### src/rtl/satarith_pkg.sv
package satarith_pkg;

    // Four flags rewritten by every accepted operation
    typedef struct packed {
        logic zero;
        logic sign;
        logic carry;
        logic ovf;
    } alu_flags_t;

    // Full registered status word
    typedef struct packed {
        alu_flags_t flags;
        logic       sticky;
    } status_t;

    localparam status_t STATUS_RESET = '0;

endpackage

### src/rtl/sat_raw_adder.sv
module sat_raw_adder #(
    parameter int WIDTH = 32
) (
    input  logic [WIDTH-1:0] a_i,
    input  logic [WIDTH-1:0] b_i,
    input  logic             sub_i,
    output logic [WIDTH-1:0] raw_o,
    output logic             carry_o,
    output logic             ovf_o
);
    localparam int MSB = WIDTH - 1;

    logic [WIDTH-1:0] b_eff;
    logic [WIDTH:0]   ext_sum;

    always_comb begin
        // Subtraction as a + ~b + 1
        b_eff   = sub_i ? ~b_i : b_i;
        ext_sum = {1'b0, a_i} + {1'b0, b_eff} + {{WIDTH{1'b0}}, sub_i};
        raw_o   = ext_sum[MSB:0];
        // Carry out for add; inverted carry is the borrow for subtract
        carry_o = sub_i ? ~ext_sum[WIDTH] : ext_sum[WIDTH];
        // Effective operands share a sign while the result flips away from it
        ovf_o   = (a_i[MSB] == b_eff[MSB]) && (raw_o[MSB] != a_i[MSB]);
    end
endmodule

### src/rtl/sat_clamp.sv
module sat_clamp #(
    parameter int WIDTH = 32
) (
    input  logic [WIDTH-1:0] raw_i,
    input  logic             ovf_i,
    output logic [WIDTH-1:0] res_o,
    output logic             zero_o,
    output logic             sign_o
);
    localparam int               MSB     = WIDTH - 1;
    localparam logic [WIDTH-1:0] POS_MAX = {1'b0, {(WIDTH-1){1'b1}}};
    localparam logic [WIDTH-1:0] NEG_MIN = {1'b1, {(WIDTH-1){1'b0}}};

    always_comb begin
        if (ovf_i && raw_i[MSB]) begin
            // Wrapped negative: true value ran past the top
            res_o = POS_MAX;
        end else if (ovf_i) begin
            // Wrapped non-negative: true value ran past the bottom
            res_o = NEG_MIN;
        end else begin
            res_o = raw_i;
        end
        zero_o = (res_o == '0);
        sign_o = res_o[MSB];
    end
endmodule

### src/rtl/sat_status_reg.sv
module sat_status_reg
    import satarith_pkg::*;
(
    input  logic       clk,
    input  logic       rst_n,
    input  logic       upd_i,
    input  logic       clr_i,
    input  alu_flags_t flags_i,
    output status_t    status_o
);
    status_t status_d, status_q;

    always_comb begin
        status_d = status_q;
        if (clr_i) begin
            status_d.sticky = 1'b0;
        end
        if (upd_i) begin
            status_d.flags = flags_i;
            // Setting after clearing gives the set priority on the same edge
            if (flags_i.ovf) begin
                status_d.sticky = 1'b1;
            end
        end
    end

    always_ff @(posedge clk or negedge rst_n) begin
        if (!rst_n) begin
            status_q <= STATUS_RESET;
        end else begin
            status_q <= status_d;
        end
    end

    assign status_o = status_q;
endmodule

### src/rtl/sat_addsub_core.sv
module sat_addsub_core
    import satarith_pkg::*;
#(
    parameter int WIDTH = 32
) (
    input  logic             clk,
    input  logic             rst_n,
    input  logic             op_valid,
    input  logic             op_sub,
    input  logic [WIDTH-1:0] opnd_a,
    input  logic [WIDTH-1:0] opnd_b,
    input  logic             sat_clear,
    output logic [WIDTH-1:0] sum_out,
    output logic             flag_z,
    output logic             flag_s,
    output logic             flag_c,
    output logic             flag_v,
    output logic             flag_sat
);
    logic [WIDTH-1:0] raw_sum;
    logic             raw_carry;
    logic             raw_ovf;
    logic             clamp_zero;
    logic             clamp_sign;
    alu_flags_t       next_flags;
    status_t          status;

    sat_raw_adder #(.WIDTH(WIDTH)) u_adder (
        .a_i     (opnd_a),
        .b_i     (opnd_b),
        .sub_i   (op_sub),
        .raw_o   (raw_sum),
        .carry_o (raw_carry),
        .ovf_o   (raw_ovf)
    );

    sat_clamp #(.WIDTH(WIDTH)) u_clamp (
        .raw_i  (raw_sum),
        .ovf_i  (raw_ovf),
        .res_o  (sum_out),
        .zero_o (clamp_zero),
        .sign_o (clamp_sign)
    );

    always_comb begin
        next_flags.zero  = clamp_zero;
        next_flags.sign  = clamp_sign;
        next_flags.carry = raw_carry;
        next_flags.ovf   = raw_ovf;
    end

    sat_status_reg u_status (
        .clk      (clk),
        .rst_n    (rst_n),
        .upd_i    (op_valid),
        .clr_i    (sat_clear),
        .flags_i  (next_flags),
        .status_o (status)
    );

    assign flag_z   = status.flags.zero;
    assign flag_s   = status.flags.sign;
    assign flag_c   = status.flags.carry;
    assign flag_v   = status.flags.ovf;
    assign flag_sat = status.sticky;
endmodule

### config.mk
export PLATFORM = sky130hd
export DESIGN_NAME = sat_addsub_core
export DESIGN_NICKNAME = d
export VERILOG_FILES = /design/src/rtl/satarith_pkg.sv /design/src/rtl/sat_raw_adder.sv /design/src/rtl/sat_clamp.sv /design/src/rtl/sat_status_reg.sv /design/src/rtl/sat_addsub_core.sv
export SDC_FILE = /design/constraint.sdc
export NUM_CORES = 1
export LEC_CHECK = 0
export BUFFER_PORTS_ARGS = -buffer_cell sky130_fd_sc_hd__buf_2
export CORE_ASPECT_RATIO = 1.2
export CORE_MARGIN = 10
export CORE_UTILIZATION = 45
export DETAILED_ROUTE_END_ITERATION = 16
export PLACE_DENSITY_LB_ADDON = 0.2
export SLEW_MARGIN = 0
export SYNTH_ARGS = -nofsm -noshare
export SYNTH_HDL_FRONTEND = slang
export SYNTH_SLANG_ARGS = --single-unit
### constraint.sdc
create_clock -name clk -period 4.45 [get_ports clk]
set_clock_uncertainty 0.05 [all_clocks]
set_input_delay 0.2225 -clock clk [delete_from_list [all_inputs] [get_ports clk]]
set_output_delay 0.2225 -clock clk [all_outputs]
set_load 0.05 [all_outputs]
==> results of run 1 <==
## synth_stat cells, types with 3 or more instances
| library cell | n | area share [%] |
|---|---|---|
| sky130_fd_sc_hd__nor4_1 | 3 | 0.72 |
| sky130_fd_sc_hd__nand4_1 | 9 | 2.1 |
| sky130_fd_sc_hd__a211oi_1 | 7 | 2.0 |
| sky130_fd_sc_hd__o211ai_1 | 3 | 0.86 |
| sky130_fd_sc_hd__xor2_1 | 42 | 14 |
| sky130_fd_sc_hd__and4_1 | 3 | 1.0 |
| sky130_fd_sc_hd__or3_1 | 3 | 0.72 |
| sky130_fd_sc_hd__o31ai_1 | 3 | 0.86 |
| sky130_fd_sc_hd__nor3_1 | 9 | 1.7 |
| sky130_fd_sc_hd__inv_1 | 12 | 1.7 |
| sky130_fd_sc_hd__dfrtp_1 | 5 | 4.8 |
| sky130_fd_sc_hd__mux2_2 | 3 | 1.3 |
| sky130_fd_sc_hd__ha_1 | 31 | 15 |
| sky130_fd_sc_hd__clkbuf_1 | 15 | 2.1 |
| sky130_fd_sc_hd__xnor2_1 | 16 | 5.3 |
| sky130_fd_sc_hd__nor2_1 | 23 | 3.3 |
| sky130_fd_sc_hd__o21ai_0 | 38 | 7.3 |
| sky130_fd_sc_hd__a21o_1 | 9 | 2.6 |
| sky130_fd_sc_hd__nand2_1 | 25 | 3.6 |
| sky130_fd_sc_hd__nand3_1 | 6 | 1.1 |
| sky130_fd_sc_hd__buf_2 | 4 | 0.76 |
| sky130_fd_sc_hd__a21oi_1 | 23 | 4.4 |
| sky130_fd_sc_hd__a31oi_1 | 7 | 1.7 |
| sky130_fd_sc_hd__o21bai_1 | 4 | 1.1 |
| sky130_fd_sc_hd__o21ai_1 | 3 | 0.57 |
| sky130_fd_sc_hd__a211o_1 | 3 | 1.0 |
| sky130_fd_sc_hd__and2_1 | 4 | 0.95 |
| sky130_fd_sc_hd__and3_1 | 5 | 1.2 |
## logic make-up (layout without fill, tap and decap cells)
kind of cell	count (synthesis)	in the layout	share of synthesized area [%]
AO/OA/AOI/OAI	125	125	32.60
AND/OR/NAND/NOR	105	105	20.67
XOR/XNOR	58	58	19.38
buffers and inverters	33	125	5.346
adder cells (fa/ha/maj)	32	32	15.56
flip-flops	5	5	4.773
multiplexers	4	4	1.671
## cell usage in the layout, fill, tap and decap left out, types with 3 or more instances in the layout
cell,count
sky130_fd_sc_hd__a21o_1,9
sky130_fd_sc_hd__xnor2_1,16
sky130_fd_sc_hd__clkbuf_8,3
sky130_fd_sc_hd__o21bai_1,4
sky130_fd_sc_hd__xor2_1,42
sky130_fd_sc_hd__nor2_1,23
sky130_fd_sc_hd__and4_1,3
sky130_fd_sc_hd__buf_4,3
sky130_fd_sc_hd__mux2_2,3
sky130_fd_sc_hd__a211o_1,3
sky130_fd_sc_hd__o31ai_1,3
sky130_fd_sc_hd__dfrtp_1,5
sky130_fd_sc_hd__nand4_1,9
sky130_fd_sc_hd__nor3_1,9
sky130_fd_sc_hd__or3_1,3
sky130_fd_sc_hd__ha_1,31
sky130_fd_sc_hd__inv_1,12
sky130_fd_sc_hd__nand2_1,25
sky130_fd_sc_hd__o21ai_0,38
sky130_fd_sc_hd__nor4_1,3
sky130_fd_sc_hd__a31oi_1,7
sky130_fd_sc_hd__nand3_1,6
sky130_fd_sc_hd__and3_1,5
sky130_fd_sc_hd__a21oi_1,23
sky130_fd_sc_hd__o211ai_1,3
sky130_fd_sc_hd__and2_1,3
sky130_fd_sc_hd__a211oi_1,7
sky130_fd_sc_hd__o21ai_1,3
sky130_fd_sc_hd__buf_2,105
## metrics by stage
step	utilization (%)	instances	total power [uW]
floorplan	-	362	914.1
global placement	56.00	529	1166
detailed placement	56.00	529	1171
CTS	56.98	534	1258
global route	57.04	534	1350
finish	57.04	534	1258
## power groups by stage
| stage | registers, uW | clock network (uW) | logic, uW |
|---|---|---|---|
| after floorplan | 86.3 | 0 | 828 |
| after CTS | 58.0 | 84.3 | 1120 |
| after global placement | 58.2 | 0 | 1110 |
| final | 58.1 | 82.8 | 1120 |
| after global routing | 59.1 | 92.7 | 1200 |
| after detailed placement | 58.5 | 0 | 1110 |
## timing repair
item,4_1_cts,5_1_grt
gates resized for setup,0,2
setup buffers,0,0
endpoints found under the setup margin,0,25
endpoints found under the hold margin,5,0
hold buffers,1,0
## worst reg2reg max path, cell delays in order, from the launching register on
cell	delay, ns
sky130_fd_sc_hd__dfrtp_1	0.36
sky130_fd_sc_hd__nor2b_1	0.12
sky130_fd_sc_hd__a31o_1	0.17
## final timing paths
check / to / slack (ns)
max in group asynchronous: u_status.status_o[3]$_DFFE_PN0P_ / 3.92
hold / removal: u_status.status_o[0]$_DFF_PN0_ / 0.13
setup / recovery: sum_out[20] / 0.36
setup reg to reg: u_status.status_o[4]$_DFFE_PN0P_ / 3.63
hold reg to reg: u_status.status_o[3]$_DFFE_PN0P_ / 0.46
min in group asynchronous: u_status.status_o[4]$_DFFE_PN0P_ / 0.30
## cell type report
| class | count | share of cell area, % |
|---|---|---|
| Multi-Input combinational cell | 324 | 72.99 |
| Sequential cell | 5 | 3.870 |
| Tap cell | 80 | 3.096 |
| Clock buffer | 4 | 1.393 |
| Inverter | 12 | 1.393 |
| Timing Repair Buffer | 109 | 17.26 |
## metal layers
layer  vias up  GRT usage (%)  wire length (um)
li1       1528              -                 -
met1      1364          19.73              3514
met2        90          31.52              4304
met4         0          2.733                84
met3        10          2.821               611
met5         -              0                 0
==> implementation parameters, run 1 <==
Parameter                              Value

Outcome
  Result of the run    complete, no violations

Power
  Pwr per Cell Area    389.2 nW/um^2
  Switching power    822.9 uW
  Highest ir drop seen on vdd    0.0001855 V
  Share of power burned in registers    4.6%
  Clock share of power    6.6%
  Leakage    0.001557 uW
  Portion of total power attributed to combinational logic    88.8%
  Fraction of power spent switching nets    65.39%
  Internal power contribution    435.6 uW

CTS
  Maximum count of clock buffers along a single path    2
  CTS H-tree depth    1
  Root Buffer    sky130_fd_sc_hd__clkbuf_8
  Sinks on the clock net    5
  Clock transition at the register clock pins on the worst setup and hold paths after CTS    0.04 ns
  Clock buffers created by TritonCTS    3
  Clock Latency Late Sink    0.22 ns
  Clock tree from TritonCTS    yes

Global routing
  Number of antenna violations at the first check in global routing    0
  Pin count of the biggest net entering global routing    30
  Vias in the first global route    2972
  Wire length of the first global-routing pass    13480 um
  Leftover overflow at the end of global routing    0
  Total global routing track utilization    17.10%

Critical path
  Critical-path cell list    buf_2, buf_4, mux2_2, fa_1, a21o_1, a221oi_2, o21ai_2, a2111oi_4, o41ai_1, a21o_1, a21oi_1, xor2_1, o21ai_0, buf_2
  Crit path launch    op_sub
  Worst path max stage delay    0.45 ns
  Largest delay share family, worst path    compound AO/OA/AOI/OAI gates
  Number of cells on the critical path    14
  Worst endpoint data arrival time    3.82 ns
  Worst Setup Path Type    primary input to output pin
  CP max FO    19
  Required time worst endpoint    4.18 ns
  Nature of the critical path startpoint    primary input
  CP bufs+invs    3
  Launch point of the worst reg-to-reg path    u_status.status_o[4]$_DFFE_PN0P_
  Library cell contributing the largest single delay on the critical path    sky130_fd_sc_hd__fa_1
  Count of cells along the worst register-to-register path    2
  CP endpoint kind    output pin

Die
  Area of the core    5668 um^2
  Starting Density    46.25%
  Floorplan row count    30
  Die W    89.67 um
  Number of placed I/O pins    106
  Overall die height    103.6 um
  Total Die Area    9290 um^2

Timing
  Highest clock frequency the design can meet    244.4 MHz
  Relative max-transition margin    65.91%
  Final worst path period share    91.96%
  Hold Fails Final Rpt    0
  Final Setup Violations    0
  Total Neg Setup Slack    0 ns
  Total count of max-transition violations in the final report    0
  Period minus WS final    4.092 ns
  RSZ-0062 raised after global routing    no
  Transition time at the pin with the least slew margin    0.5071 ns
  Worst hold slack    0.1329 ns
  Post-layout worst setup margin    0.3576 ns

Cells and area
  FF+latch area    125.1 um^2
  Fillers    563
  Final #Nets    556
  Multi-input combinational cell area    2360 um^2
  Max reg flops    5
  Post-Layout Inst Area    3233 um^2
  Fraction of layout instances using a drive strength above 1    27.97%
  Antenna fix cells    0
  Area growth from synthesis to final layout    23.34%

Drt
  Initial drt markers    105
  Vias per cell    5.603
  DRT Pass-1 Iters    4
  Total wirelength of the detailed-routed design    8514 um
  # DRC    0
  Mean routed wirelength per cell    15.94 um
  Number of vias after detailed routing    2992
  Antenna viol nets, final    0

Yosys
  Cell count after synthesis    362
  Number of unique standard cell types used by synthesis    65
  Synthesis Warnings    0
  Proportion of synthesized chip area in sequential cells    4.773%
  Main synth FF type    sky130_fd_sc_hd__dfrtp_1
  Proportion of synthesized flip-flops having asynchronous set or reset    100.0%
  Number of flip-flops and latches in the synthesized netlist    5
  Post-synth EDFFs    0
  Mean instance size in the synthesized netlist    7.241 um^2
  Post-synthesis net count    463
  Post-synthesis instance area    2621 um^2

Placement
  Routability-driven placement congestion ratio    0.9218
  HPWL after DPL    7432 um
  Placement-stage worst setup slack    0.2029 ns
  Port bufs    105
  Area after DPL    3174 um^2

Worst hold path
  Number of cells traversed by the worst hold path    2
  Path category of the worst min-delay check    primary input to register
  Launch instance of the worst min-delay path    sat_clear

Flow run
  Number of max-capacitance violations reported    0
Note: power is estimated with default switching activity, not from simulation.
==> inputs of run 2 (changes only) <==
Settings changed: CTS_BUF_LIST set to sky130_fd_sc_hd__clkbuf_8.
==> run 2 against run 1 <==
Effect of this change: core utilization unchanged; first-iteration DRC count unchanged; critical endpoint unchanged; critical path depth unchanged; cell count unchanged; combinational power about the same; non-clock buffer count unchanged; clock power decreased by 2.5%; global-route usage unchanged; sequential power about the same; largest power group unchanged; register-to-register slack about the same; worst setup slack improved by 0.0030 ns; highest routed layer unchanged; sequential cell count unchanged.
==> implementation parameters, run 2 (synthesized netlist as in run 1, its figures left out) <==
Parameter                              Value

Timing
  Hold Fails Final Rpt    0
  Total Neg Setup Slack    0 ns
  RSZ-0062 raised after global routing    no
  Final Setup Violations    0
  Relative max-transition margin    65.91%
  Total count of max-transition violations in the final report    0
  Highest clock frequency the design can meet    244.5 MHz
  Period minus WS final    4.089 ns
  Worst hold slack    0.1324 ns
  Transition time at the pin with the least slew margin    0.5071 ns
  Final worst path period share    91.89%

Die
  Floorplan row count    30
  Die W    89.67 um
  Overall die height    103.6 um
  Area of the core    5668 um^2
  Number of placed I/O pins    106
  Starting Density    46.25%
  Total Die Area    9290 um^2

CTS
  Clock buffers created by TritonCTS    3
  Clock Latency Late Sink    0.22 ns
  Maximum count of clock buffers along a single path    2
  Total setup buffers inserted after CTS    0
  Clock tree from TritonCTS    yes
  Root Buffer    sky130_fd_sc_hd__clkbuf_8
  Clock transition at the register clock pins on the worst setup and hold paths after CTS    0.04 ns
  Sinks on the clock net    5
  CTS H-tree depth    1

Cells and area
  Antenna fix cells    0
  Final #Nets    556
  Post-Layout Inst Area    3233 um^2
  Fraction of layout instances using a drive strength above 1    27.97%
  Max reg flops    5
  Commonest non-fill, non-tap cell in the layout    sky130_fd_sc_hd__buf_2
  Final cell count without fillers    534
  Area growth from synthesis to final layout    23.34%
  Top library cells by usage in the layout, fill and taps aside    105 x sky130_fd_sc_hd__buf_2, 42 x sky130_fd_sc_hd__xor2_1, 38 x sky130_fd_sc_hd__o21ai_0, 31 x sky130_fd_sc_hd__ha_1, 25 x sky130_fd_sc_hd__nand2_1

Drt
  Mean routed wirelength per cell    15.96 um
  DRT Pass-1 Iters    4
  Total wirelength of the detailed-routed design    8525 um
  Vias per cell    5.601
  Number of vias after detailed routing    2991
  Initial drt markers    105
  Antenna viol nets, final    0
  # DRC    0

Global routing
  Vias in the first global route    2972
  Total global routing track utilization    17.10%
  Pin count of the biggest net entering global routing    30
  Wire length of the first global-routing pass    13480 um
  Number of antenna violations at the first check in global routing    0
  Leftover overflow at the end of global routing    0

Critical path
  Worst endpoint data arrival time    3.82 ns
  CP endpoint kind    output pin
  Worst Setup Path Type    primary input to output pin
  Count of cells along the worst register-to-register path    2
  CP max FO    19
  Required time worst endpoint    4.18 ns
  Nature of the critical path startpoint    primary input

Power
  Leakage    0.001561 uW
  Highest ir drop seen on vdd    0.0001855 V
  Pwr per Cell Area    388.6 nW/um^2
  Design Power    1256 uW

Flow run
  Number of max-capacitance violations reported    0

Placement
  HPWL after DPL    7432 um
  Area after DPL    3174 um^2
  Count of placed standard cells including taps    529
  Routability-driven placement congestion ratio    0.9218
  Port bufs    105

Worst hold path
  Number of cells traversed by the worst hold path    2
  Path category of the worst min-delay check    primary input to register

Outcome
  Result of the run    complete, no violations
==> run 2: cell count changes in the layout (fill, tap and decap cells not counted) <==
cell,previous run,this run
sky130_fd_sc_hd__inv_1,12,13
sky130_fd_sc_hd__clkbuf_1,1,0
==> run 2: worst paths after layout <==
kind / slack [ns] / from / end
min in group asynchronous: 0.30 / rst_n / u_status.status_o[4]$_DFFE_PN0P_
setup / recovery: 0.36 / op_sub / sum_out[20]
hold reg to reg: 0.46 / u_status.status_o[3]$_DFFE_PN0P_ / u_status.status_o[3]$_DFFE_PN0P_
max in group asynchronous: 3.92 / rst_n / u_status.status_o[3]$_DFFE_PN0P_
setup reg to reg: 3.63 / u_status.status_o[4]$_DFFE_PN0P_ / u_status.status_o[4]$_DFFE_PN0P_
hold / removal: 0.13 / sat_clear / u_status.status_o[0]$_DFF_PN0_
==> run 2: layer usage <==
metal  wire, um  track usage, %  vias to the layer above
li1           -               -                     1528
met1       3526           19.73                     1363
met2       4302           31.52                       90
met3        611           2.821                       10
met4         84           2.733                        0
met5          0               0                        -
==> run 2: per-stage QoR <==
step / setup slack (ns) / utilization [%]
after floorplan: 0.1060 / -
after global placement: 0.3406 / 56.00
after detailed placement: 0.2029 / 56.00
after CTS: 0.2003 / 56.98
after global routing: 0.1364 / 57.04
final: 0.3607 / 57.04
==> run 2: cell type report <==
cell class                 instances  area [um^2]
clock buffer                       3        41.29
clock inverter                     1        3.754
fill                             563         2435
inverter                          12        45.04
multi-input combinational        324         2360
sequential                         5        125.1
tap                               80        100.1
timing repair buffer             109        558.0
==> run 2: worst max-delay path, cell delays in order <==
cell	delay (ns)
sky130_fd_sc_hd__buf_2	0.26
sky130_fd_sc_hd__buf_4	0.25
sky130_fd_sc_hd__mux2_2	0.33
sky130_fd_sc_hd__fa_1	0.45
sky130_fd_sc_hd__a21o_1	0.23
sky130_fd_sc_hd__a221oi_2	0.32
sky130_fd_sc_hd__o21ai_2	0.16
sky130_fd_sc_hd__a2111oi_4	0.40
sky130_fd_sc_hd__o41ai_1	0.16
sky130_fd_sc_hd__a21o_1	0.19
sky130_fd_sc_hd__a21oi_1	0.17
sky130_fd_sc_hd__xor2_1	0.30
sky130_fd_sc_hd__o21ai_0	0.12
sky130_fd_sc_hd__buf_2	0.23
==> run 2: timing repair <==
item | CTS | global route
gates resized for setup | 0 | 2
setup endpoints to repair | 0 | 25
hold buffers | 1 | 0
endpoints found under the hold margin | 5 | 0
==> run 2: report_power, final <==
group,total [uW],switching [uW],internal [uW]
Combinational,1120,797,320
Sequential,58.1,4.37,53.7
Clock,80.7,21.6,59.1
